[config.mk]
export PLATFORM = sky130hd
export DESIGN_NAME = cc_arith_unit
export DESIGN_NICKNAME = d
export VERILOG_FILES = /design/src/rtl/cca_pkg.sv /design/src/rtl/cca_addsub.sv /design/src/rtl/cca_ccgen.sv /design/src/rtl/cc_arith_unit.sv
export SDC_FILE = /design/constraint.sdc
export NUM_CORES = 1
export LEC_CHECK = 0
export ABC_CLOCK_PERIOD_IN_PS = 8400
export CAP_MARGIN = 20
export CORE_UTILIZATION = 40
export DETAILED_ROUTE_END_ITERATION = 16
export PLACE_DENSITY = 0.67
export SYNTH_ARGS = -nofsm -noshare
export SYNTH_HDL_FRONTEND = slang
export SYNTH_SLANG_ARGS = --single-unit
[constraint.sdc]
create_clock -name vclk -period 8.4
set_input_delay 1.26 -clock vclk [all_inputs]
set_output_delay 1.26 -clock vclk [all_outputs]
set_load 0.1 [all_outputs]
[src/rtl/cca_pkg.sv]
package cca_pkg;
    typedef enum logic [1:0] {
        OP_LADD = 2'b00,
        OP_LSUB = 2'b01,
        OP_SADD = 2'b10,
        OP_SSUB = 2'b11
    } cca_op_e;

    localparam int unsigned CCA_CC_W = 2;
    localparam logic [1:0]  CC_OVF   = 2'd3;
endpackage

[src/rtl/cca_addsub.sv]
module cca_addsub #(
    parameter int W = 32
) (
    input  logic [W-1:0] a,
    input  logic [W-1:0] b,
    input  logic         sub,
    output logic [W-1:0] sum,
    output logic         cout
);
    logic [W-1:0] b_eff;
    logic [W:0]   full;

    always_comb begin
        b_eff = sub ? ~b : b;
        full  = {1'b0, a} + {1'b0, b_eff} + {{W{1'b0}}, sub};
        sum   = full[W-1:0];
        cout  = full[W];
    end
endmodule

[src/rtl/cca_ccgen.sv]
module cca_ccgen
    import cca_pkg::*;
(
    input  cca_op_e     op,
    input  logic        a_msb,
    input  logic        b_msb,
    input  logic        s_msb,
    input  logic        s_zero,
    input  logic        cout,
    output logic [1:0]  cc
);
    logic b_eff_msb;
    logic ovf;

    always_comb begin
        b_eff_msb = (op == OP_SSUB) ? ~b_msb : b_msb;
        ovf       = (a_msb == b_eff_msb) && (s_msb != a_msb);
        unique case (op)
            OP_LADD, OP_LSUB: cc = {cout, ~s_zero};
            OP_SADD, OP_SSUB: begin
                if (ovf)         cc = CC_OVF;
                else if (s_zero) cc = 2'd0;
                else if (s_msb)  cc = 2'd1;
                else             cc = 2'd2;
            end
            default: cc = 2'd0;
        endcase
    end
endmodule

[src/rtl/cc_arith_unit.sv]
module cc_arith_unit
    import cca_pkg::*;
#(
    parameter int DW = 64,
    parameter int NW = 32
) (
    input  logic [63:0] opa,
    input  logic [63:0] opb,
    input  logic [1:0]  op_sel,
    input  logic        wide,
    output logic [63:0] res,
    output logic [1:0]  cc
);
    localparam int NLANE = 2;

    cca_op_e     op;
    logic        is_sub;
    logic [DW-1:0] lane_res [NLANE];
    logic [1:0]    lane_cc  [NLANE];

    always_comb begin
        op     = cca_op_e'(op_sel);
        is_sub = (op == OP_LSUB) || (op == OP_SSUB);
    end

    for (genvar gi = 0; gi < NLANE; gi++) begin : g_lane
        localparam int W = (gi == 1) ? DW : NW;
        logic [W-1:0] s;
        logic         co;

        cca_addsub #(.W(W)) u_as (
            .a    (opa[W-1:0]),
            .b    (opb[W-1:0]),
            .sub  (is_sub),
            .sum  (s),
            .cout (co)
        );

        cca_ccgen u_cc (
            .op     (op),
            .a_msb  (opa[W-1]),
            .b_msb  (opb[W-1]),
            .s_msb  (s[W-1]),
            .s_zero (s == '0),
            .cout   (co),
            .cc     (lane_cc[gi])
        );

        if (W < DW) begin : g_ext
            assign lane_res[gi] = {{(DW-W){1'b0}}, s};
        end else begin : g_full
            assign lane_res[gi] = s;
        end
    end

    always_comb begin
        res = lane_res[wide ? 1 : 0];
        cc  = lane_cc[wide ? 1 : 0];
    end
endmodule

==> flow_metrics.py <==
metrics = {
    "timing": {
        "fmax_mhz": 132,
        "grt_setup_unrepaired": "no",
        "timing.final.hold_violations": 0,
        "setup_viol": 0,
        "period_share_pct": 90.0,
        "min_period_ps": 7560,
        "worst-slew-pin-transition_ps": 1030,
        "max_slew_margin_pct": 31.4,
        "setup_total_negative_slack_ps": 0,
        "timing_max_transition_violations_final": 0,
    },
    "floorplanning": {
        "die_w_microns": 130,
        "num_rows": 46,
        "design.die.area_sq_um": 16800,
        "floorplan.initialDensity_pct": 41.0,
        "die-height_microns": 130,
        "core_area_sq_um": 15900,
        "ios": 197,
    },
    "min_path": {
        "timing.hold.worst.class": "in2out",
        "hold_depth": 5,
    },
    "drt": {
        "detailedRoute.firstPassIterationCount": 6,
        "ant_nets": 0,
        "drc": 0,
        "wl_per_cell_microns": 21.0,
        "vias": 8767,
        "wl_microns": 28800,
        "detail_route.iter0.violations": 804,
        "route.detailed.vias_per_inst": 6.39,
    },
    "cells_and_area": {
        "sequential_cell_area_sq_um": 0,
        "antenna_cells_inserted": 0,
        "layout_commonest_cell": "sky130_fd_sc_hd__clkdlybuf4s50_1",
        "area_growth_pct": 32.2,
        "final_layout_size_suffix_gt1_share_pct": 4.59,
        "flops_and_latches": 0,
        "nets": 1360,
        "fill_cells": 1672,
        "multi_input_logic_area_sq_um": 6270,
        "layout_common_cells": "172 x sky130_fd_sc_hd__clkdlybuf4s50_1, 96 x sky130_fd_sc_hd__a21oi_1, 92 x sky130_fd_sc_hd__nand2_1, 87 x sky130_fd_sc_hd__nor2_1",
        "num-clock-buffers": 0,
    },
    "critical_path": {
        "endpoint_kind": "primary output",
        "criticalPathCategory": "in2out",
        "critPathSlowestCell": "sky130_fd_sc_hd__a21oi_1",
        "critPathLaunchType": "primary input",
        "worst_ep_required_time_ps": 7140,
        "crit_chain": "clkdlybuf4s50_1, mux2_2, inv_1, fa_1, nand2b_1, a21oi_1, mux2i_1, nor2_1, or3_1, or3b_1, or4_1, or4b_1, nand4bb_1, o31ai_1, a21oi_1, buf_12",
        "cp_max_fo": 7,
        "cp.buffers_inverters": 3,
        "critical-path-top-delay-family": "simple AND/OR/NAND/NOR gates",
        "arrival_ps": 6300,
        "cp_num_cells": 16,
        "cp_common_cell": "sky130_fd_sc_hd__a21oi_1",
        "critPathMaxStageDelay_ps": 670,
    },
    "synth": {
        "synth.yosys.warnings": 0,
        "yosys.cell_types.count": 80,
        "synth.net_count": 1203,
        "synth_area_sq_um": 6520,
        "netlist_instances": 1000,
        "syn_avg_cell_area_sq_um": 6.52,
        "yosysSeqAreaShare_pct": 0,
    },
    "grt": {
        "first_global_vias": 7795,
        "antenna_found_initial": 0,
        "grt_pass1_wl_microns": 43800,
        "grtUsageTotal_pct": 33.2,
        "gr-total-overflow": 0,
        "pin_count_of_the_biggest_net_entering_global_routing": 26,
    },
    "power_and_ir_drop": {
        "powerDensity_nw_per_um2": 194,
        "static-leakage-power_nw": 3.41,
        "totalPowerFinal_mw": 1.67,
        "vdd_drop_max_uv": 133,
    },
    "status": {
        "status": "complete, no violations",
    },
    "cts": {
        "post_cts.repair.setup_buffers": 0,
        "cts-resized-gates": 0,
        "cts.hold.buffers_added": 0,
    },
    "place": {
        "hpwl_reported_at_the_end_of_detailed_placement_microns": 24800,
        "place.gp.congestion": 1.02,
        "buffer_ports.inserted": 197,
    },
    "run": {
        "max_cap_viol_count": 0,
    },
}
-- kinds of logic after synthesis --
| family | synth area share [%] |
|---|---|
| AO/OA/AOI/OAI | 35.3 |
| XOR/XNOR | 12.9 |
| adder cells (fa/ha/maj) | 13.9 |
| buffers and inverters | 4.41 |
| multiplexers | 1.11 |
| AND/OR/NAND/NOR | 32.3 |
-- per-layer routing --
layer | share of wire (%) | GRT usage (%)
met5 | 0 | 0
met4 | 1.7 | 4.79
met1 | 47 | 50.2
met3 | 9.5 | 5.04
met2 | 41 | 49.8
-- power breakdown --
part	internal, mW	switching [mW]	total [mW]
Combinational	0.463	1.21	1.67
Sequential	0	0	0
Clock	0	0	0
Total	0.463	1.21	1.67
-- area by class of cell --
| type | instances | area share [%] |
|---|---|---|
| inverter | 21 | 0.914 |
| multi-input combinational | 927 | 72.7 |
| tap | 216 | 3.13 |
| timing repair buffer | 207 | 23.3 |
-- per-stage QoR --
stage          setup WS [ps]  cells  hold slack [ps]  instance area [sq um]  utilization (%)
6_report                 841   1371             3630                   8620             54.3
5_1_grt                  580   1371             3690                   8620             54.3
4_1_cts                  894   1371             3630                   8620             54.3
3_5_place_dp             916   1371             3620                   8620             54.3
3_3_place_gp             971   1370             3610                   8620             54.2
2_1_floorplan           46.4   1000             2960                   6550                -
-- synthesized netlist by cell type (14+ instances only) --
library cell / number / area (sq um)
sky130_fd_sc_hd__nor3_1: 45 / 225
sky130_fd_sc_hd__clkbuf_1: 48 / 180
sky130_fd_sc_hd__nand4_1: 36 / 225
sky130_fd_sc_hd__nand3_1: 19 / 95.1
sky130_fd_sc_hd__a211oi_1: 17 / 128
sky130_fd_sc_hd__xor2_1: 70 / 613
sky130_fd_sc_hd__nand2_1: 92 / 345
sky130_fd_sc_hd__a21oi_1: 96 / 480
sky130_fd_sc_hd__ha_1: 71 / 888
sky130_fd_sc_hd__o211ai_1: 18 / 135
sky130_fd_sc_hd__and2_1: 23 / 144
sky130_fd_sc_hd__inv_1: 21 / 78.8
sky130_fd_sc_hd__nor2_1: 87 / 327
sky130_fd_sc_hd__xnor2_1: 26 / 228
sky130_fd_sc_hd__nor4_1: 14 / 87.6
sky130_fd_sc_hd__and4_1: 15 / 131
sky130_fd_sc_hd__o21ai_0: 71 / 355
sky130_fd_sc_hd__a21o_1: 31 / 233
-- worst paths after layout --
check / to / startpoint
setup / recovery: cc[0] / opb[0]
hold / removal: cc[0] / op_sel[1]
Note: power is estimated with default switching activity, not from simulation.
